`config.mk`:
```
export PLATFORM = sky130hd
export DESIGN_NAME = spi_host_ctl
export DESIGN_NICKNAME = d
export VERILOG_FILES = /design/src/rtl/spi_host_pkg.sv /design/src/rtl/spi_host_baud.sv /design/src/rtl/spi_host_engine.sv /design/src/rtl/spi_host_regs.sv /design/src/rtl/spi_host_ctl.sv
export SDC_FILE = /design/constraint.sdc
export NUM_CORES = 1
export LEC_CHECK = 0
export BUFFER_PORTS_ARGS = -buffer_cell sky130_fd_sc_hd__buf_2
export CAP_MARGIN = 30
export CORE_ASPECT_RATIO = 0.5
export CORE_UTILIZATION = 54
export DETAILED_ROUTE_END_ITERATION = 8
export PLACE_DENSITY = 0.76
export REMOVE_ABC_BUFFERS = 1
export SYNTH_ARGS = -nofsm -noshare
export SYNTH_HDL_FRONTEND = slang
export SYNTH_SLANG_ARGS = --single-unit
export TNS_END_PERCENT = 20
```
`constraint.sdc`:
```
create_clock -name clk -period 13.4 [get_ports clk]
set_input_delay 0.67 -clock clk [delete_from_list [all_inputs] [get_ports clk]]
set_output_delay 0.67 -clock clk [all_outputs]
set_load 0.005 [all_outputs]
```
`src/rtl/spi_host_pkg.sv`:
```
package spi_host_pkg;
  localparam int BYTE_W  = 8;
  localparam int PRESC_W = 4;
  localparam int EXP_W   = 3;
  localparam int DIV_W   = PRESC_W + (1 << EXP_W) - 1;
  localparam int DLY_W   = 2;
  localparam int CS_N    = 8;
  localparam int CSI_W   = $clog2(CS_N);
  localparam int EDGES   = 2 * BYTE_W;
  localparam int ECNT_W  = $clog2(EDGES + 1);
  localparam int BIDX_W  = $clog2(BYTE_W);
  localparam int ADDR_W  = 5;
  localparam int DATA_W  = 32;

  localparam logic [ADDR_W-1:0] A_CTRL  = 5'h00;
  localparam logic [ADDR_W-1:0] A_CFG   = 5'h04;
  localparam logic [ADDR_W-1:0] A_TXB   = 5'h08;
  localparam logic [ADDR_W-1:0] A_RXB   = 5'h0C;
  localparam logic [ADDR_W-1:0] A_STAT  = 5'h10;
  localparam logic [ADDR_W-1:0] A_TMG   = 5'h18;

  localparam logic [14:0] CFG_MASK = 15'h78FF;

  // Divide ratio: prescale (zero treated as one) times power of two.
  function automatic logic [DIV_W-1:0] div_ratio(input logic [PRESC_W-1:0] spr,
                                                  input logic [EXP_W-1:0] sppr);
    logic [DIV_W-1:0] base;
    base = (spr == '0) ? DIV_W'(1) : DIV_W'(spr);
    return base << sppr;
  endfunction

  // Length of first (second=0) or second half of an SCLK period.
  function automatic logic [DIV_W-1:0] half_len(input logic [DIV_W-1:0] n,
                                                 input logic second);
    logic [DIV_W-1:0] h1;
    h1 = n >> 1;
    if (h1 == '0) h1 = DIV_W'(1);
    if (!second) return h1;
    return (n > h1) ? (n - h1) : DIV_W'(1);
  endfunction

  // Which transmit bit (in send order) is on MOSI after a number of edges.
  function automatic logic [BIDX_W-1:0] mosi_index(input logic [ECNT_W-1:0] edges,
                                                    input logic cpha);
    logic [ECNT_W-1:0] k;
    k = (cpha && edges != '0) ? edges - ECNT_W'(1) : edges;
    k = k >> 1;
    return (k > ECNT_W'(BYTE_W - 1)) ? BIDX_W'(BYTE_W - 1) : k[BIDX_W-1:0];
  endfunction
endpackage

```
`src/rtl/spi_host_baud.sv`:
```
module spi_host_baud
  import spi_host_pkg::*;
#(
  parameter int P_W = PRESC_W,
  parameter int E_W = EXP_W,
  parameter int D_W = DIV_W
) (
  input  logic           clk,
  input  logic           rst_n,
  input  logic           restart,
  input  logic           run,
  input  logic [P_W-1:0] spr,
  input  logic [E_W-1:0] sppr,
  output logic           edge_tick
);
  logic [D_W-1:0] cnt_q;
  logic           half_q;
  logic [D_W-1:0] limit;

  assign limit     = half_len(div_ratio(spr, sppr), half_q) - D_W'(1);
  assign edge_tick = run && (cnt_q == limit);

  always_ff @(posedge clk or negedge rst_n) begin
    if (!rst_n) begin
      cnt_q  <= '0;
      half_q <= 1'b0;
    end else if (restart) begin
      cnt_q  <= '0;
      half_q <= 1'b0;
    end else if (run) begin
      if (edge_tick) begin
        cnt_q  <= '0;
        half_q <= ~half_q;
      end else begin
        cnt_q <= cnt_q + D_W'(1);
      end
    end
  end
endmodule

```
`src/rtl/spi_host_engine.sv`:
```
module spi_host_engine
  import spi_host_pkg::*;
#(
  parameter int B_W  = BYTE_W,
  parameter int DL_W = DLY_W
) (
  input  logic            clk,
  input  logic            rst_n,
  input  logic            start,
  input  logic [B_W-1:0]  tx_byte,
  input  logic            cpol,
  input  logic            cpha,
  input  logic            tx_lsb,
  input  logic            rx_lsb,
  input  logic [DL_W-1:0] dly,
  input  logic            edge_tick,
  input  logic            miso,
  output logic            busy,
  output logic            running,
  output logic            done,
  output logic            sample_ev,
  output logic            capture_ev,
  output logic [B_W-1:0]  rx_byte,
  output logic            sclk,
  output logic            mosi
);
  localparam int PEND_W = (1 << DL_W) - 1;

  typedef enum logic [1:0] {ST_IDLE, ST_RUN, ST_TAIL} eng_st_t;

  eng_st_t           st_q;
  logic [ECNT_W-1:0] edges_q;
  logic              phase_q;
  logic [PEND_W-1:0] pend_q;
  logic [PEND_W:0]   pend_all;
  logic [DL_W-1:0]   tail_q;
  logic [B_W-1:0]    rx_sh_q;
  logic [B_W-1:0]    rx_hold_q;
  logic              last_edge;
  logic [BIDX_W-1:0] idx;

  assign running    = (st_q == ST_RUN);
  assign busy       = (st_q != ST_IDLE);
  assign sample_ev  = running && edge_tick && (edges_q[0] == cpha);
  assign last_edge  = running && edge_tick && (edges_q == ECNT_W'(EDGES - 1));
  assign pend_all   = {pend_q, sample_ev};
  assign capture_ev = pend_all[dly];
  assign done       = (st_q == ST_TAIL) && (tail_q == '0);
  assign sclk       = cpol ^ phase_q;
  assign idx        = mosi_index(edges_q, cpha);
  assign mosi       = tx_byte[tx_lsb ? idx : BIDX_W'(B_W - 1) - idx];
  assign rx_byte    = rx_hold_q;

  always_ff @(posedge clk or negedge rst_n) begin
    if (!rst_n) begin
      st_q      <= ST_IDLE;
      edges_q   <= '0;
      phase_q   <= 1'b0;
      pend_q    <= '0;
      tail_q    <= '0;
      rx_sh_q   <= '0;
      rx_hold_q <= '0;
    end else begin
      pend_q <= start ? '0 : pend_all[PEND_W-1:0];
      if (capture_ev)
        rx_sh_q <= rx_lsb ? {miso, rx_sh_q[B_W-1:1]} : {rx_sh_q[B_W-2:0], miso};
      unique case (st_q)
        ST_IDLE: if (start) begin
          st_q    <= ST_RUN;
          edges_q <= '0;
          phase_q <= 1'b0;
        end
        ST_RUN: if (edge_tick) begin
          phase_q <= ~phase_q;
          edges_q <= edges_q + ECNT_W'(1);
          if (last_edge) begin
            st_q   <= ST_TAIL;
            tail_q <= dly;
          end
        end
        ST_TAIL: if (tail_q == '0) begin
          st_q      <= ST_IDLE;
          rx_hold_q <= rx_sh_q;
        end else begin
          tail_q <= tail_q - DL_W'(1);
        end
        default: st_q <= ST_IDLE;
      endcase
    end
  end
endmodule

```
`src/rtl/spi_host_regs.sv`:
```
module spi_host_regs
  import spi_host_pkg::*;
#(
  parameter int A_W = ADDR_W,
  parameter int W   = DATA_W,
  parameter int NCS = CS_N
) (
  input  logic              clk,
  input  logic              rst_n,
  input  logic              bus_sel,
  input  logic              bus_wr,
  input  logic [A_W-1:0]    bus_addr,
  input  logic [W-1:0]      bus_wdata,
  output logic [W-1:0]      bus_rdata,
  input  logic              busy,
  input  logic              done,
  input  logic [BYTE_W-1:0] rx_byte,
  output logic              start,
  output logic [BYTE_W-1:0] tx_byte,
  output logic [PRESC_W-1:0] spr,
  output logic [EXP_W-1:0]  sppr,
  output logic              cpol,
  output logic              cpha,
  output logic              tx_lsb,
  output logic              rx_lsb,
  output logic [DLY_W-1:0]  dly,
  output logic              flag,
  output logic [NCS-1:0]    cs_n
);
  logic              en_q;
  logic [CSI_W-1:0]  csi_q;
  logic [14:0]       cfg_q;
  logic [DLY_W-1:0]  dly_q;
  logic [BYTE_W-1:0] tx_q;
  logic              flag_q;
  logic [NCS-1:0]    cs_n_q;
  logic [NCS-1:0]    cs_next;
  logic              wr;

  assign wr    = bus_sel && bus_wr;
  assign start = wr && (bus_addr == A_TXB) && !busy;

  for (genvar i = 0; i < NCS; i++) begin : g_cs
    assign cs_next[i] = !(bus_wdata[0] && (bus_wdata[2 +: CSI_W] == CSI_W'(i)));
  end

  always_ff @(posedge clk or negedge rst_n) begin
    if (!rst_n) begin
      en_q   <= 1'b0;
      csi_q  <= '0;
      cfg_q  <= '0;
      dly_q  <= DLY_W'(2);
      tx_q   <= '0;
      flag_q <= 1'b0;
      cs_n_q <= '1;
    end else begin
      if (wr && bus_addr == A_CTRL) begin
        en_q   <= bus_wdata[0];
        csi_q  <= bus_wdata[2 +: CSI_W];
        cs_n_q <= cs_next;
      end
      if (wr && bus_addr == A_CFG) cfg_q <= bus_wdata[14:0] & CFG_MASK;
      if (wr && bus_addr == A_TMG) dly_q <= bus_wdata[6 +: DLY_W];
      if (start) tx_q <= bus_wdata[BYTE_W-1:0];
      if (done) flag_q <= 1'b1;
      else if (wr && bus_addr == A_STAT && !bus_wdata[0]) flag_q <= 1'b0;
    end
  end

  always_comb begin
    bus_rdata = '0;
    unique case (bus_addr)
      A_CTRL: bus_rdata = W'({csi_q, 1'b0, en_q});
      A_CFG:  bus_rdata = W'(cfg_q);
      A_TXB:  bus_rdata = W'(tx_q);
      A_RXB:  bus_rdata = W'(rx_byte);
      A_STAT: bus_rdata = W'({busy, flag_q});
      A_TMG:  bus_rdata = W'({dly_q, 6'd0});
      default: bus_rdata = '0;
    endcase
  end

  logic unused_wdata;
  assign unused_wdata = ^{bus_wdata[W-1:15], bus_wdata[1]};

  assign tx_byte = tx_q;
  assign spr     = cfg_q[3:0];
  assign sppr    = {cfg_q[7:6], cfg_q[4]};
  assign cpol    = cfg_q[11];
  assign cpha    = cfg_q[12];
  assign tx_lsb  = cfg_q[13];
  assign rx_lsb  = cfg_q[14];
  assign dly     = dly_q;
  assign flag    = flag_q;
  assign cs_n    = cs_n_q;
endmodule

```
`src/rtl/spi_host_ctl.sv`:
```
module spi_host_ctl
  import spi_host_pkg::*;
(
  input  logic              clk,
  input  logic              rst_n,
  input  logic              bus_sel,
  input  logic              bus_wr,
  input  logic [ADDR_W-1:0] bus_addr,
  input  logic [DATA_W-1:0] bus_wdata,
  output logic [DATA_W-1:0] bus_rdata,
  output logic              spi_sclk,
  output logic              spi_mosi,
  input  logic              spi_miso,
  output logic [CS_N-1:0]   spi_cs_n
);
  logic               start_w, busy_w, running_w, done_w, edge_w;
  logic               sample_w, capture_w, flag_w;
  logic [BYTE_W-1:0]  tx_w, rx_w;
  logic [PRESC_W-1:0] spr_w;
  logic [EXP_W-1:0]   sppr_w;
  logic               cpol_w, cpha_w, txl_w, rxl_w;
  logic [DLY_W-1:0]   dly_w;

  spi_host_regs u_regs (
    .clk(clk), .rst_n(rst_n), .bus_sel(bus_sel), .bus_wr(bus_wr),
    .bus_addr(bus_addr), .bus_wdata(bus_wdata), .bus_rdata(bus_rdata),
    .busy(busy_w), .done(done_w), .rx_byte(rx_w), .start(start_w),
    .tx_byte(tx_w), .spr(spr_w), .sppr(sppr_w), .cpol(cpol_w), .cpha(cpha_w),
    .tx_lsb(txl_w), .rx_lsb(rxl_w), .dly(dly_w), .flag(flag_w), .cs_n(spi_cs_n)
  );

  spi_host_baud u_baud (
    .clk(clk), .rst_n(rst_n), .restart(start_w), .run(running_w),
    .spr(spr_w), .sppr(sppr_w), .edge_tick(edge_w)
  );

  spi_host_engine u_eng (
    .clk(clk), .rst_n(rst_n), .start(start_w), .tx_byte(tx_w),
    .cpol(cpol_w), .cpha(cpha_w), .tx_lsb(txl_w), .rx_lsb(rxl_w),
    .dly(dly_w), .edge_tick(edge_w), .miso(spi_miso), .busy(busy_w),
    .running(running_w), .done(done_w), .sample_ev(sample_w),
    .capture_ev(capture_w), .rx_byte(rx_w), .sclk(spi_sclk), .mosi(spi_mosi)
  );
endmodule

```
---- Word-level counts from Yosys, hierarchy flattened ----
Index checks and enable logic that the tools add are counted.
word-level totals
  bits in registers ....................... 76
  input bits .............................. 42
  output and inout port bits .............. 42
  word-level logic and storage cells ...... 140
operators by class
  $add $sub $neg .......................... 7
  order comparisons ....................... 4
  eq/ne operators ......................... 22
  shift-type cells ........................ 1
  multiplexer cells ....................... 37
  bitwise gates (word level) .............. 3
  reduce and logical (&&, ||, !) cells .... 50
operators with widths
  cell                                                count
  one-hot mux 15 bit (6 select lines)                 1
  2-to-1 mux 11 bit                                   5
  logical AND 1 bit                                   22
  == test 5 x 4 -> 1 bit, second input constant       3
  2-to-1 mux 5 bit                                    3
  2-to-1 mux 2 bit                                    7
  == test 3 bit, second input constant                4
  nonzero test 2 bit                                  6
  adder 11 x 1 -> 11 bit, second input constant       1
  == test 11 bit                                      1
  > comparator 11 bit                                 1
  logical NOT 11 bit                                  1
  << shifter 11 x 3 -> 11 bit                         1
  subtractor 11 x 1 -> 11 bit, second input constant  1
  subtractor 11 bit                                   1
  == test 5 bit, second input constant                2
  logical NOT 1 bit                                   10
  2-to-1 mux 10 bit                                   1
  one-hot mux 5 bit (2 select lines)                  1
  2-to-1 mux 1 bit                                    9
  2-to-1 mux 3 bit                                    3
  2-to-1 mux 8 bit                                    1
  AND reduction 4 bit                                 2
  == test 3 x 2 -> 1 bit, second input constant       2
  other kinds (29)                                    35

---- Depth between registers and ports, before layout ----
  word-level depth ........................ 16
  mapped depth ............................ 25
  gate-level depth less buffers ........... 23

---- Cells and area by module ----
Synthesis repeated with hierarchy kept, for this count alone.
second synthesis, totals
  cell total of the unflattened synthesis .. 614
  area, all modules ....................... 5821.8 µm²
by module, submodules not included
  module           instances  cells each  area an instance (µm²)  seq. area each (µm²)
  spi_host_baud    1          278         2159.6                  300.3
  spi_host_regs    1          172         1963.1                  887.1
  spi_host_engine  1          164         1699.1                  725.7

---- Least setup slack after synthesis ----
No wires, ideal clock.
  kind .................................... reg2reg
  start point ............................. register u_regs.cfg_q[6]
  end point ............................... register u_eng.rx_sh_q[0]
  setup time .............................. 125 ps
  data arrival time ....................... 5338 ps
  required time ........................... 13275 ps
  path slack .............................. 7937 ps
  cell stages (with the launch flop) ...... 25
  path buffers ............................ 2
  clock period less this slack ............ 5463 ps
  path through ............................ dfrtp_1 > buf_4 > clkbuf_1 > or2_2 > nor2_1 > inv_1 > ha_1 > o21a_1 > nand4_1 > nand2_1 > ha_1 > nand2b_1 > a211oi_2 > o21bai_2 > a21oi_2 > a22o_1 > ha_1 > o21ai_0 > a2111oi_4 > nor4b_4 > xnor2_1 > nor4_4 > nand4_4 > o21ai_4 > mux2_4
between the ends
  word-level cells in the longest chain between the ends .. 13
  elaborated cells on any way between the ends .. 14
ends and longest elaborated chain
  what                                                      RTL line               RTL
  start: declaration                                        spi_host_regs.sv:32    logic [14:0] cfg_q;
  start signal: assignment                                  spi_host_regs.sv:62    if (wr && bus_addr == A_CFG) cfg_q <= bus_wdata[14:0] & CFG_MASK;
  << shifter 11 x 3 -> 11 bit *                             spi_host_pkg.sv:29     return base << sppr;
  logical NOT 11 bit                                        spi_host_pkg.sv:37     if (h1 == '0) h1 = DIV_W'(1);
  2-to-1 mux 10 bit                                         spi_host_pkg.sv:37
  subtractor 11 bit or > comparator 11 bit (tied branches)  spi_host_pkg.sv:39     return (n > h1) ? (n - h1) : DIV_W'(1);
  2-to-1 mux 11 bit                                         spi_host_pkg.sv:39
  2-to-1 mux 11 bit *                                       spi_host_pkg.sv:39
  subtractor 11 x 1 -> 11 bit *                             spi_host_baud.sv:20    assign limit = half_len(div_ratio(spr, sppr), half_q) - D_W'(1);
  == test 11 bit *                                          spi_host_baud.sv:21    assign edge_tick = run && (cnt_q == limit);
  logical AND 1 bit *                                       spi_host_baud.sv:21
  logical AND 1 bit * (2 in series)                         spi_host_engine.sv:44  assign sample_ev = running && edge_tick && (edges_q[0] == cpha);
  binary-select mux 1 bit (select 2 bit) *                  spi_host_engine.sv:47  assign capture_ev = pend_all[dly];
  2-to-1 mux 1 bit (not written as such) *                  spi_host_engine.sv:47
  end signal: assignment                                    spi_host_engine.sv:66  rx_sh_q <= rx_lsb ? {miso, rx_sh_q[B_W-1:1]} : {rx_sh_q[B_W-2:0], miso};
  end: declaration                                          spi_host_engine.sv:37  logic [B_W-1:0] rx_sh_q;
Every way passes the cells marked *; elsewhere a longest branch is shown, timed or not. The select of a mux whose other input is x is not followed.
A chain may end at the register's enable or synchronous reset.

---- Worst setup path in the final report ----
  start point ............................. register u_regs.cfg_q[4]
  end point ............................... register u_eng.edges_q[1]
between the ends
  word-level cells in the longest chain between the ends .. 11
  elaborated cells on any way between the ends .. 12
ends and longest elaborated chain
  what                                                      RTL line               RTL
  << shifter 11 x 3 -> 11 bit *                             spi_host_pkg.sv:29
  logical NOT 11 bit                                        spi_host_pkg.sv:37
  2-to-1 mux 10 bit                                         spi_host_pkg.sv:37
  subtractor 11 bit or > comparator 11 bit (tied branches)  spi_host_pkg.sv:39
  2-to-1 mux 11 bit                                         spi_host_pkg.sv:39
  2-to-1 mux 11 bit *                                       spi_host_pkg.sv:39
  subtractor 11 x 1 -> 11 bit *                             spi_host_baud.sv:20
  == test 11 bit *                                          spi_host_baud.sv:21
  logical AND 1 bit *                                       spi_host_baud.sv:21
  inequality test 2 x 1 -> 1 bit (no source line) *         n/a
  AND reduction 3 bit (no source line) *                    n/a
  end signal: assignment                                    spi_host_engine.sv:75  edges_q <= edges_q + ECNT_W'(1);
  end: declaration                                          spi_host_engine.sv:32  logic [ECNT_W-1:0] edges_q;
Every way passes the cells marked *; elsewhere a longest branch is shown, timed or not.

==> run_results.csv <==
group,metric,value,unit
final_layout,diodes,0,
timing,max_freq,0.148,GHz
worst_setup_path,path_max_fanout,19,
clocking,clockRootBuffer,"clkbuf_16",
power,vdd_drop_max,80.9,uV
power,power_leakage,2.75,nW
min_path,hp-class,"primary input to asynchronous set/reset pin",
logic_synthesis,avgSynthCellArea,9.43,sq um
timing,finalSetupTns,0,ns
die,io_pins,84,
worst_setup_path,cp.arrival,6.98,ns
routing,viasPerCell,6.06,
logic_synthesis,synth_top_area_share,30.1,%
die,die_area,10700,sq um
logic_synthesis,yosysSeqAreaShare,34.4,%
clocking,cts_max_level,3,
logic_synthesis,synth_area,5560,sq um
worst_setup_path,endpoint_kind,"flop",
logic_synthesis,synth-seq-cells,76,
placed_design,gp_congestion,0.914,
logic_synthesis,synthTopCellsByArea,"dfrtp_1, mux2_2, dfstp_2, ha_1, xnor2_1",
global_route,grt_max_degree,77,
global_route,use_met1,34.7,%
global_route,gr-usage-all-layers,25.3,%
global_route,grtUsageMet2,42.4,%
logic_synthesis,synthArstFlopShare,100,%
clocking,clk_latency,0.34,ns
global_route,grt_antenna_before_repair,0,
timing,setup_viol,0,
final_layout,syn2layout_area_growth,10.7,%
final_layout,drive_gt1_share,24.0,%
routing,vias,4605,
flow_run,maxCapViolCount,0,
logic_synthesis,synth_area_leader_cell,"dfrtp_1",
routing,drtAntennaViolNets,0,
logic_synthesis,ys_types,83,
clocking,cts_tree,"yes",
status,status,"finished, final reports clean",
timing,finalCritPeriodShare,50.5,%
clocking,hold_buffers,0,
die,initial_utilization,57.2,%
final_layout,regArea,1910,sq um
logic_synthesis,synthFlopType,"dfrtp_1",
final_layout,multi_input_area,3360,sq um
clocking,clkTransAtPathRegs,0.06,ns
global_route,grt_pass1_vias,4312,
clocking,cts_made_buffers,9,
routing,drtPass1Iterations,5,
logic_synthesis,synth_edf_count,0,
routing,drc,0,
timing,drv_slew,0,
placed_design,dpl.cell_count,743,
logic_synthesis,ys_warn_count,0,
placed_design,dp_hpwl,8980,microns
final_layout,num-fill-cells,808,
timing,min_period,6.76,ns
timing,clock_skew,0.00811,ns
timing,rsz0062_at_grt,"no",
worst_setup_path,start_kind,"flop",
die,coreArea,9730,sq um
power,p_total,1.24,mW
global_route,grt_pass1_wl,21600,microns
power,power_density,201,nW/um^2
global_route,top_usage_layer,"met2",
clocking,numClockSinks,76,
die,num_rows,25,
logic_synthesis,synth_most_common_cell,"dfrtp_1",
timing,hold_violations,0,
timing,slew_headroom,41.9,%
logic_synthesis,netlist_instances,590,
timing,worst_pin_slew,0.860,ns
die,die_width,146,microns
die,die_height,73.8,microns
global_route,use_met3,4.60,%
clocking,cts_buffer_depth,2,
routing,wl_per_cell,16.9,microns
routing,wirelength,12800,microns
final_layout,fin_util,63.3,%
final_layout,fin_cells,760,
logic_synthesis,synth_common_cells,"dfrtp_1, nand2_1, nor2_1",
worst_setup_path,path_class,"flop to flop",
clocking,postCtsResizedCells,0,
final_layout,nNetsFinal,680,
placed_design,io_buffers,43,
clocking,postCtsSetupBuffers,0,
global_route,overflow,0,
routing,drt_iter0_markers,316,
worst_setup_path,critPathRequiredTime,13.62,ns
[metal layers]
metal  share of wire [%]  vias up
met4                 1.0        0
met5                   0        -
met2                  48      119
met3                 4.0       15
li1                    -     2188
met1                  47     2283
[flip-flops by register name (all words and copies together), names as in the netlist]
name,cells
u_baud.cnt_q,11
u_baud.half_q,1
u_eng.edges_q,5
u_eng.pend_q,3
u_eng.phase_q,1
u_eng.rx_byte,8
u_eng.rx_sh_q,8
u_eng.st_q,2
u_eng.tail_q,2
u_regs.cfg_q,12
u_regs.cs_n,8
u_regs.csi_q,3
u_regs.dly,2
u_regs.en_q,1
u_regs.flag,1
u_regs.tx_byte,8
[area by class of cell]
type	count	area share [%]
Sequential cell	76	31.1
Tap cell	135	2.74
Timing Repair Buffer	48	4.53
Clock inverter	6	1.54
Multi-Input combinational cell	457	54.5
Clock buffer	10	3.88
Inverter	28	1.71
[placed cells by master, fill, tap and decap left out, types with 8 or more instances in the layout]
cell,instances
and3_1,8
o22ai_1,8
o21ai_0,22
xnor2_1,20
ha_1,17
nor3_1,14
mux2i_1,8
inv_1,28
conb_1,20
a22oi_1,9
mux2_4,8
xor2_1,8
a31oi_1,11
dfrtp_1,67
nand4_1,9
nand3_1,16
a21oi_1,28
dfstp_2,9
buf_2,42
nor2_1,44
clkbuf_16,9
mux2_2,38
nand2_1,44
nand2b_1,10
[path summary, 6_finish.rpt]
path	slack, ns	cells after the start	from	end
min in group clk	0.50	2	u_regs.cs_n[7]$_DFFE_PN1P_	u_regs.cs_n[7]$_DFFE_PN1P_
setup / recovery	6.64	23	u_regs.cfg_q[4]$_DFFE_PN0P_	u_eng.edges_q[1]$_DFFE_PN0P_
hold / removal	0.13	1	rst_n	u_regs.cfg_q[1]$_DFFE_PN0P_
max in group asynchronous	12.69	2	rst_n	u_regs.dly[1]$_DFFE_PN1P_
setup reg to reg	6.64	23	u_regs.cfg_q[4]$_DFFE_PN0P_	u_eng.edges_q[1]$_DFFE_PN0P_
hold reg to reg	0.50	2	u_regs.cs_n[7]$_DFFE_PN1P_	u_regs.cs_n[7]$_DFFE_PN1P_
[per-stage QoR]
| stage | hold slack, ns | cell area (sq um) | setup slack, ns |
|---|---|---|---|
| floorplan | 0.374 | 5360 | 7.80 |
| global placement | 0.469 | 5790 | 6.85 |
| detailed placement | 0.490 | 5800 | 6.70 |
| CTS | 0.504 | 6130 | 6.69 |
| global route | 0.114 | 6160 | 6.09 |
| finish | 0.126 | 6160 | 6.64 |
[where the power goes]
part | internal (mW) | switching, mW | leakage [nW]
clock | 0.170 | 0.104 | 0.157
sequential | 0.267 | 0.0610 | 0.961
combinational | 0.273 | 0.364 | 1.63
total | 0.710 | 0.529 | 2.75
[worst max-delay path, cell delays in order (launching register included)]
cell and delay (ns):
dfrtp_1 0.78, nor2b_1 0.24, a221oi_2 0.10, nor2_1 0.33, inv_1 0.11, ha_1 0.22, o21a_1 0.10, nand4_1 0.14
nand2_1 0.08, ha_1 0.20, nand2b_1 0.17, a211oi_2 0.36, o21bai_2 0.17, a21oi_2 0.42, a22o_1 0.29, ha_1 0.20
o21ai_0 0.14, a2111oi_4 0.35, nor4b_4 0.30, xnor2_1 0.17, nor4_4 0.38, nand4_1 0.60, nor2_1 0.43, mux2_1 0.35
[cell families after synthesis]
logic type / share of synthesized area, %
and+or+nand+nor: 17.8
adders and majority gates: 4.18
xor gates and xnor gates: 4.81
muxes: 12.3
DFF: 34.4
other: 0.0674
buffers and inverters: 6.82
AOI/OAI and AO/OA: 19.7
No activity file was read; power rests on OpenSTA's default activity.
